==> src/rtl/wcc_pkg.sv <==
package wcc_pkg;
  localparam int WORD_W = 16;
  localparam int OPC_W  = 5;
  localparam int ARG_W  = WORD_W - OPC_W;
  localparam int WIN_W  = 3;
  localparam int EVT_W  = 8;
  localparam int HW_EVT_W = 6;
  localparam int PAD_W  = WORD_W - WIN_W - 1 - EVT_W;

  typedef enum logic [OPC_W-1:0] {
    OP_GLB_RST = 5'd0,
    OP_WIN     = 5'd1,
    OP_RX_OFF  = 5'd3,
    OP_RX_ON   = 5'd4,
    OP_RX_RST  = 5'd5,
    OP_TX_ON   = 5'd9,
    OP_TX_OFF  = 5'd10,
    OP_TX_RST  = 5'd11,
    OP_REQ     = 5'd12,
    OP_ACK     = 5'd13,
    OP_MASK    = 5'd14
  } opc_e;

  typedef struct packed {
    logic glb_rst;
    logic win_sel;
    logic rx_off;
    logic rx_on;
    logic rx_rst;
    logic tx_on;
    logic tx_off;
    logic tx_rst;
    logic req_irq;
    logic ack;
    logic mask_ld;
  } cmd_t;
endpackage

==> src/rtl/wcc_cmd_decode.sv <==
module wcc_cmd_decode
  import wcc_pkg::*;
(
  input  logic              wr_i,
  input  logic              busy_i,
  input  logic [WORD_W-1:0] word_i,
  output cmd_t              cmd_o,
  output logic [EVT_W-1:0]  arg_o,
  output logic              drop_o
);
  logic [OPC_W-1:0] opc;
  logic             take;
  logic             unused_arg_hi;

  assign opc           = word_i[WORD_W-1 -: OPC_W];
  assign arg_o         = word_i[EVT_W-1:0];
  assign unused_arg_hi = ^word_i[ARG_W-1:EVT_W];
  assign take          = wr_i & ~busy_i;
  assign drop_o        = wr_i & busy_i;

  always_comb begin
    cmd_o = '0;
    if (take) begin
      case (opc)
        OP_GLB_RST: cmd_o.glb_rst = 1'b1;
        OP_WIN:     cmd_o.win_sel = 1'b1;
        OP_RX_OFF:  cmd_o.rx_off  = 1'b1;
        OP_RX_ON:   cmd_o.rx_on   = 1'b1;
        OP_RX_RST:  cmd_o.rx_rst  = 1'b1;
        OP_TX_ON:   cmd_o.tx_on   = 1'b1;
        OP_TX_OFF:  cmd_o.tx_off  = 1'b1;
        OP_TX_RST:  cmd_o.tx_rst  = 1'b1;
        OP_REQ:     cmd_o.req_irq = 1'b1;
        OP_ACK:     cmd_o.ack     = 1'b1;
        OP_MASK:    cmd_o.mask_ld = 1'b1;
        default:    cmd_o = '0;
      endcase
    end
  end
endmodule

==> src/rtl/wcc_hold_timer.sv <==
module wcc_hold_timer #(
  parameter int unsigned HOLD_CYC = 250000
) (
  input  logic clk_i,
  input  logic rst_ni,
  input  logic load_i,
  output logic busy_o
);
  localparam int unsigned CNT_W = $clog2(HOLD_CYC + 1);
  localparam logic [CNT_W-1:0] CNT_INIT = CNT_W'(HOLD_CYC);

  logic [CNT_W-1:0] cnt_q;

  always_ff @(posedge clk_i or negedge rst_ni) begin
    if (!rst_ni)            cnt_q <= '0;
    else if (load_i)        cnt_q <= CNT_INIT;
    else if (cnt_q != '0)   cnt_q <= cnt_q - 1'b1;
  end

  assign busy_o = (cnt_q != '0);

  AST_BUSY_FROM_LOAD: assert property (@(posedge clk_i) disable iff (!rst_ni)
    $rose(busy_o) |-> $past(load_i));
endmodule

==> src/rtl/wcc_evt_latch.sv <==
module wcc_evt_latch
  import wcc_pkg::*;
(
  input  logic             clk_i,
  input  logic             rst_ni,
  input  logic             clr_i,
  input  logic [EVT_W-1:1] set_i,
  input  logic [EVT_W-1:0] ack_i,
  input  logic             mask_we_i,
  input  logic [EVT_W-1:0] mask_d_i,
  output logic [EVT_W-1:0] lat_o,
  output logic             irq_o
);
  logic [EVT_W-1:0] lat_q, lat_d, mask_q;
  logic             hit;

  for (genvar k = 1; k < EVT_W; k++) begin : g_bit
    assign lat_d[k] = ~clr_i & (set_i[k] | (lat_q[k] & ~ack_i[k]));

    AST_EVT_SETS: assert property (@(posedge clk_i) disable iff (!rst_ni)
      set_i[k] && !clr_i |=> lat_q[k]);
    AST_ACK_CLEARS: assert property (@(posedge clk_i) disable iff (!rst_ni)
      ack_i[k] && !set_i[k] |=> !lat_q[k]);
  end

  // summary bit follows the next value of the masked event bits
  assign hit      = |(lat_d[EVT_W-1:1] & mask_q[EVT_W-1:1]);
  assign lat_d[0] = ~clr_i & ((lat_q[0] & ~ack_i[0]) | hit);

  always_ff @(posedge clk_i or negedge rst_ni) begin
    if (!rst_ni) begin
      lat_q  <= '0;
      mask_q <= '0;
    end else begin
      lat_q <= lat_d;
      if (clr_i)          mask_q <= '0;
      else if (mask_we_i) mask_q <= mask_d_i;
    end
  end

  assign lat_o = lat_q;
  assign irq_o = |(lat_q & mask_q);

  AST_MASK_LOAD: assert property (@(posedge clk_i) disable iff (!rst_ni)
    mask_we_i && !clr_i |=> mask_q == $past(mask_d_i));
endmodule

==> src/rtl/win_cmd_ctrl.sv <==
module win_cmd_ctrl
  import wcc_pkg::*;
#(
  parameter int unsigned HOLD_CYC = 250000
) (
  input  logic                clk_i,
  input  logic                rst_ni,
  input  logic                cmd_we_i,
  input  logic [WORD_W-1:0]   cmd_word_i,
  input  logic [HW_EVT_W-1:0] evt_i,
  output logic [WORD_W-1:0]   stat_o,
  output logic                irq_o,
  output logic [WIN_W-1:0]    win_o,
  output logic                rx_on_o,
  output logic                tx_on_o,
  output logic                rx_rst_o,
  output logic                tx_rst_o,
  output logic                glb_rst_o,
  output logic                cmd_err_o
);
  cmd_t             cmd;
  logic [EVT_W-1:0] arg;
  logic             drop, busy;
  logic [EVT_W-1:0] lat, ack;
  logic [EVT_W-1:1] set;
  logic [WIN_W-1:0] win_q;
  logic             rx_q, tx_q, err_q, grst_q, rrst_q, trst_q;

  wcc_cmd_decode u_dec (
    .wr_i   (cmd_we_i),
    .busy_i (busy),
    .word_i (cmd_word_i),
    .cmd_o  (cmd),
    .arg_o  (arg),
    .drop_o (drop)
  );

  wcc_hold_timer #(.HOLD_CYC(HOLD_CYC)) u_hold (
    .clk_i  (clk_i),
    .rst_ni (rst_ni),
    .load_i (cmd.glb_rst),
    .busy_o (busy)
  );

  assign set = {evt_i[HW_EVT_W-1], cmd.req_irq, evt_i[HW_EVT_W-2:0]};
  assign ack = cmd.ack ? arg : '0;

  wcc_evt_latch u_evt (
    .clk_i     (clk_i),
    .rst_ni    (rst_ni),
    .clr_i     (cmd.glb_rst),
    .set_i     (set),
    .ack_i     (ack),
    .mask_we_i (cmd.mask_ld),
    .mask_d_i  (arg),
    .lat_o     (lat),
    .irq_o     (irq_o)
  );

  always_ff @(posedge clk_i or negedge rst_ni) begin
    if (!rst_ni) begin
      win_q  <= '0;
      rx_q   <= 1'b0;
      tx_q   <= 1'b0;
      err_q  <= 1'b0;
      grst_q <= 1'b0;
      rrst_q <= 1'b0;
      trst_q <= 1'b0;
    end else begin
      grst_q <= cmd.glb_rst;
      rrst_q <= cmd.rx_rst;
      trst_q <= cmd.tx_rst;
      if (cmd.glb_rst)      win_q <= '0;
      else if (cmd.win_sel) win_q <= arg[WIN_W-1:0];
      if (cmd.glb_rst || cmd.rx_off || cmd.rx_rst) rx_q <= 1'b0;
      else if (cmd.rx_on)                          rx_q <= 1'b1;
      if (cmd.glb_rst || cmd.tx_off || cmd.tx_rst) tx_q <= 1'b0;
      else if (cmd.tx_on)                          tx_q <= 1'b1;
      if (cmd.glb_rst) err_q <= 1'b0;
      else if (drop)   err_q <= 1'b1;
    end
  end

  assign stat_o    = {win_q, busy, {PAD_W{1'b0}}, lat};
  assign win_o     = win_q;
  assign rx_on_o   = rx_q;
  assign tx_on_o   = tx_q;
  assign rx_rst_o  = rrst_q;
  assign tx_rst_o  = trst_q;
  assign glb_rst_o = grst_q;
  assign cmd_err_o = err_q;

  AST_BUSY_FREEZES_WIN: assert property (@(posedge clk_i) disable iff (!rst_ni)
    busy && cmd_we_i |=> $stable(win_o));
  AST_ERR_STICKY: assert property (@(posedge clk_i) disable iff (!rst_ni)
    cmd_err_o && !cmd.glb_rst |=> cmd_err_o);
  AST_RX_RST_OFF: assert property (@(posedge clk_i) disable iff (!rst_ni)
    rx_rst_o |-> !rx_on_o);
  AST_GRST_BUSY: assert property (@(posedge clk_i) disable iff (!rst_ni)
    glb_rst_o |-> stat_o[WORD_W-WIN_W-1] && !cmd_err_o);
endmodule

==> config.mk <==
export PLATFORM = sky130hd
export DESIGN_NAME = win_cmd_ctrl
export DESIGN_NICKNAME = d
export VERILOG_FILES = /design/src/rtl/wcc_pkg.sv /design/src/rtl/wcc_cmd_decode.sv /design/src/rtl/wcc_hold_timer.sv /design/src/rtl/wcc_evt_latch.sv /design/src/rtl/win_cmd_ctrl.sv
export SDC_FILE = /design/constraint.sdc
export NUM_CORES = 1
export LEC_CHECK = 0
export ABC_CLOCK_PERIOD_IN_PS = 2100
export CAP_MARGIN = 5
export CORE_MARGIN = 8
export CORE_UTILIZATION = 33
export DETAILED_ROUTE_END_ITERATION = 12
export GPL_ROUTABILITY_DRIVEN = 0
export PLACE_DENSITY = 0.58
export SETUP_SLACK_MARGIN = 0.15
export SYNTH_ARGS = -nofsm -noshare
export SYNTH_HDL_FRONTEND = slang
export SYNTH_SLANG_ARGS = --single-unit
==> constraint.sdc <==
create_clock -name clk_i -period 2.1 [get_ports clk_i]
set_input_delay 0.42 -clock clk_i [delete_from_list [all_inputs] [get_ports clk_i]]
set_output_delay 0.42 -clock clk_i [all_outputs]
set_load 0.02 [all_outputs]
# == Yosys cells after proc, flatten, opt, wreduce, memory -nomap -nowiden ==
# Index checks and enable logic that the tools add are counted.
# totals
inputBits,25
rom_bits,0
out_inout_bits,26
memories,0
word_cells,98
ram_bits,0
register_bits,43
latchBits,0
# classes
div_mod_pow,0
shifts,0
n_eq_ne,10
mul,0
n_mux,25
bitwise,38
reduce_logical,14
add_sub_neg,1
magnitude_cmp,0
# op_table
op,n
18-bit two-way mux,2
"5-bit by 4-bit == test with 1-bit output, second input constant",6
8-bit two-way mux,3
1-bit AND,18
18-bit nonzero test,1
"18-bit by 1-bit subtractor with 18-bit output, second input constant",1
1-bit two-way mux,17
2-bit nonzero test,6
11-bit two-way mux,1
"5-bit by 3-bit == test with 1-bit output, second input constant",2
1-bit NOT,10
8-bit AND,1
1-bit bitwise OR,8
8-bit OR reduction,1
7-bit AND,1
7-bit OR reduction,1
3-bit two-way mux,2
"5-bit by 1-bit == test with 1-bit output, second input constant",1
"5-bit by 2-bit == test with 1-bit output, second input constant",1
5-bit logical NOT,1
1-bit logical OR,4

# == Depth between registers and ports, before layout ==
# depth
depth_word,13
mapped_depth,9
mapped_depth_nobuf,8

# == Cells and area by module ==
# From an unflattened synthesis, not the netlist that was laid out.
# hier_totals
cells_unflattened,240
area_unflattened_um2,2406.1
# by_module_without_submodules
module,cells_each,seq_area_each_um2,instances,area_each_um2
wcc_hold_timer,108,450.4,1,1059.8
wcc_evt_latch,65,400.4,1,739.5
win_cmd_ctrl,38,225.2,1,407.9
wcc_cmd_decode,29,0.0,1,198.9

# == Worst setup path before layout ==
# Ideal clock, no wire load.
# synth_path
path_type,in2reg
start,in cmd_word_i[14]
end,reg u_evt.lat_q[0] (netlist: u_evt.lat_o[0])
stages,8
t_arrival_ns,2.061
setup_slack_ns,-0.092
path_cell_list,clkbuf_1 > or4b_4 > or3_1 > buf_6 > clkinv_8 > nor3_2 > a221oi_2 > a31oi_1
# synth_via
elab_chain_len,12
word_cells_on_any_way,43
# synth_rtl
item,line_no,text
"start, declared",win_cmd_ctrl.sv:9,"input logic [WORD_W-1:0] cmd_word_i,"
5-bit by 4-bit == test with 1-bit output,wcc_cmd_decode.sv:24,case (opc)
1-bit two-way mux,wcc_cmd_decode.sv:24,
11-bit two-way mux *,wcc_cmd_decode.sv:23,if (take) begin
8-bit two-way mux,win_cmd_ctrl.sv:46,assign ack = cmd.ack ? arg : '0;
1-bit NOT,wcc_evt_latch.sv:18,assign lat_d[k] = ~clr_i & (set_i[k] | (lat_q[k] & ~ack_i[k]));
1-bit AND,wcc_evt_latch.sv:18,
1-bit bitwise OR,wcc_evt_latch.sv:18,
1-bit AND *,wcc_evt_latch.sv:18,
named net u_evt.lat_d[4],wcc_evt_latch.sv:14,"logic [EVT_W-1:0] lat_q, lat_d, mask_q;"
7-bit AND *,wcc_evt_latch.sv:27,assign hit = |(lat_d[EVT_W-1:1] & mask_q[EVT_W-1:1]);
7-bit OR reduction *,wcc_evt_latch.sv:27,
1-bit bitwise OR *,wcc_evt_latch.sv:28,assign lat_d[0] = ~clr_i & ((lat_q[0] & ~ack_i[0]) | hit);
1-bit AND *,wcc_evt_latch.sv:28,
named net u_evt.lat_d[0],wcc_evt_latch.sv:14,
"end signal, assigned",wcc_evt_latch.sv:35,lat_q <= lat_d;
"end, declared",wcc_evt_latch.sv:14,
# The timed path passes the listed nets; every way through them passes the cells marked *.
# A chain may end at the register's enable or synchronous reset.

# == Worst setup path in the final report ==
# Same ends and word-level chain as after synthesis.

==> impl_metrics.json <==
{
  "largest_net_degree_at_the_start_of_global_routing": 29,
  "synth.top_cells.by_area": "sky130_fd_sc_hd__dfrtp_1 (47%), sky130_fd_sc_hd__nor2_1 (4.1%), sky130_fd_sc_hd__mux2i_1 (4.0%)",
  "area_growth_pct": 54.6,
  "layout.cell_area.non_filler_sq_um": 3520,
  "fill_cells": 589,
  "dr_iter_0_viols": 40,
  "post-dp-hpwl_um": 4460,
  "worstSetupEndpointType": "flip-flop",
  "timing.critical_path.from_type": "input port",
  "die-width_um": 99.1,
  "die_h_um": 99.1,
  "synth-main-ff-cell": "sky130_fd_sc_hd__dfrtp_1",
  "yosysUniqueCellTypes": 51,
  "globalRoute.totalOverflow": 0,
  "combined_area_of_all_synthesized_cells_sq_um": 2280,
  "placedCellCount": 377,
  "cts.htree.levels": 2,
  "outcome": "completed",
  "critPathRequiredTime_ns": 2.28,
  "clkTransAtPathRegs_ns": 0.09,
  "timing_worst_setup_path_type": "input port to flip-flop",
  "crit_arrival_ns": 2.26,
  "asyncSetResetFlopFracSynth_pct": 100,
  "drt-wirelength-per-cell_um": 15.2,
  "worst_ir_drop_vdd_mv": 0.264,
  "rows": 30,
  "timing.max_slew.rel_slack_pct": 59.7,
  "synth_enable_flop_cells": 0,
  "worstSkewPairLatency_ns": 0.30,
  "detailed_place.area_sq_um": 3020,
  "tightest_slew_ns": 0.605,
  "boundaryPins": 51,
  "area_of_the_core_sq_um": 6720,
  "routed-via-count": 2020,
  "fin_crit_ns": 2.07,
  "yosysTopAreaCell": "sky130_fd_sc_hd__dfrtp_1",
  "post-route-period-util_pct": 98.7,
  "share_of_layout_cells_above_drive_strength_1_pct": 34.1,
  "grt_pass1_wl_um": 9950,
  "drt_pre_antenna_iters": 4,
  "syn_inst": 225,
  "final_net_count": 349,
  "slew_violations": 0,
  "grt_antenna_before_repair": 0,
  "synth-seq-area-share_pct": 47.3,
  "clkSinkCount": 43,
  "antennaDiodeCount": 0,
  "leakage_nw": 1.51,
  "report.power.total_w": 0.00163,
  "pre_cts_ws_ns": -0.511,
  "tritoncts.num_buffers": 5,
  "cts_tree": "yes",
  "synth-seq-cells": 43,
  "min-delay-path-class": "input port to asynchronous set/reset pin",
  "final_setup_violation_count": 0,
  "netlist.area_leader.share_pct": 47.3,
  "cts.path.max_buffers": 2,
  "fin_worst_skew_ns": 0.00804,
  "residual_drc": 0,
  "vias_in_the_first_global_route": 2065,
  "viasPerCell": 5.01,
  "final_antenna_net_count": 0,
  "fmax_mhz": 483,
  "power_per_cell_area_nw_per_um2": 464,
  "rsz_0062_raised_after_global_routing": "true",
  "least_setup_slack_across_all_paths_after_layout_ns": 0.0283,
  "globalRouteTotalUtil_pct": 12.5,
  "final_non_filler_cells": 403,
  "design.die.area_sq_um": 9810,
  "io_buffers": 43,
  "yosysWarnings": 0,
  "timing.final.hold_violations": 0,
  "cap_viol_max_count": 0,
  "critPathMaxFanout": 5,
  "avg_synthesized_cell_area_sq_um": 10.1,
  "initial_utilization_pct": 33.9,
  "detail_route.wirelength_um": 6110,
  "clk_root_buf": "sky130_fd_sc_hd__clkbuf_8"
}
report_power, final:
group / total [W] / internal, W / leakage [nW] / switching [W]
Combinational: 0.000148 / 0.0000728 / 0.926 / 0.0000749
Sequential: 0.000836 / 0.000832 / 0.521 / 0.00000453
Clock: 0.000650 / 0.000354 / 0.0581 / 0.000295
layout make-up:
type	instances	area, sq um	area share [%]
inverters	9	46.3	1.31
repair buffers	100	891	25.3
clock buffers	5	68.8	1.95
well taps	80	100	2.84
flip-flops and latches	43	1080	30.6
clock inverters	3	43.8	1.24
multi-input cells	163	1290	36.7
critical path, stage by stage:
cell and delay, ns:
sky130_fd_sc_hd__clkdlybuf4s50_1 0.44, sky130_fd_sc_hd__or4b_4 0.54, sky130_fd_sc_hd__or3_4 0.39, sky130_fd_sc_hd__clkinv_8 0.07
sky130_fd_sc_hd__nor3_4 0.04, sky130_fd_sc_hd__a221oi_2 0.25, sky130_fd_sc_hd__a31oi_1 0.11
synthesized netlist by cell type, drive strengths merged (6+ instances only):
cell type / number
a21oi: 10
buf: 11
dfrtp: 43
inv: 8
mux2i: 9
nand2: 21
nor2: 27
nor3: 6
nor4: 10
o21ai: 9
o31ai: 8
xnor2: 7
final timing paths:
path                                             start                            to  slack, ns  cells past startpoint
min                                             rst_ni           glb_rst_o$_DFF_PN0_       0.12                      1
min reg2reg                       win_o[2]$_DFFE_PN0P_          win_o[2]$_DFFE_PN0P_       0.50                      2
max reg2reg                u_hold.cnt_q[7]$_DFFE_PN0P_      u_evt.lat_o[0]$_DFF_PN0_       0.03                      7
max                                     cmd_word_i[14]      u_evt.lat_o[0]$_DFF_PN0_       0.03                      7
max in group asynchronous                       rst_ni  u_hold.cnt_q[16]$_DFFE_PN0P_       1.42                      2
min in group clk_i                win_o[2]$_DFFE_PN0P_          win_o[2]$_DFFE_PN0P_       0.50                      2
routing by layer:
layer,global-route usage [%],wire length [um],up-vias
met2,20.0,2930,45
met3,3.59,344,6
li1,-,-,991
met5,0,0,-
met1,15.9,2790,978
met4,3.73,42,0
cells in the final DEF (no fill, tap or decap), types with 6 or more instances in the layout:
cell / instances
sky130_fd_sc_hd__mux2i_1: 9
sky130_fd_sc_hd__a21oi_1: 7
sky130_fd_sc_hd__o21ai_0: 9
sky130_fd_sc_hd__nor2_1: 22
sky130_fd_sc_hd__clkdlybuf4s50_1: 35
sky130_fd_sc_hd__xnor2_1: 6
sky130_fd_sc_hd__inv_1: 7
sky130_fd_sc_hd__buf_6: 8
sky130_fd_sc_hd__nor4_4: 6
sky130_fd_sc_hd__dfrtp_1: 42
sky130_fd_sc_hd__buf_4: 47
sky130_fd_sc_hd__o31ai_1: 7
sky130_fd_sc_hd__nand2_1: 16
repair_timing:
item	CTS	global route
hold buffers	0	0
gates resized for setup	32	35
setup endpoints to repair	27	27
pin swaps	13	18
setup buffers	6	12
endpoints found under the hold margin	0	0
cloned	1	0
logic make-up after synthesis:
logic type	count (synthesis)	share of synthesized area, %
AO/OA/AOI/OAI	42	12.4
adder cells (fa/ha/maj)	2	1.10
AND/OR/NAND/NOR	94	24.3
flip-flops	43	47.3
XOR/XNOR	12	4.62
buffers and inverters	22	6.21
other	1	0.165
multiplexers	9	3.96
stage by stage:
step           setup TNS, ns  utilization (%)  hold slack [ns]
4_1_cts             -0.00860             48.8            0.137
3_5_place_dp           -6.73             45.0            0.471
2_1_floorplan        -0.0580                -            0.124
6_report                   0             52.4            0.117
3_3_place_gp           -6.24             45.0            0.477
5_1_grt               -0.183             52.4            0.166
sequential cells by signal, indices dropped and copies added (netlist names):
register      cells
rx_on_o           1
cmd_err_o         1
rx_rst_o          1
glb_rst_o         1
u_evt.mask_q      8
tx_on_o           1
u_hold.cnt_q     18
tx_rst_o          1
win_o             3
u_evt.lat_o       8
Power figures use the tool's default switching activity.
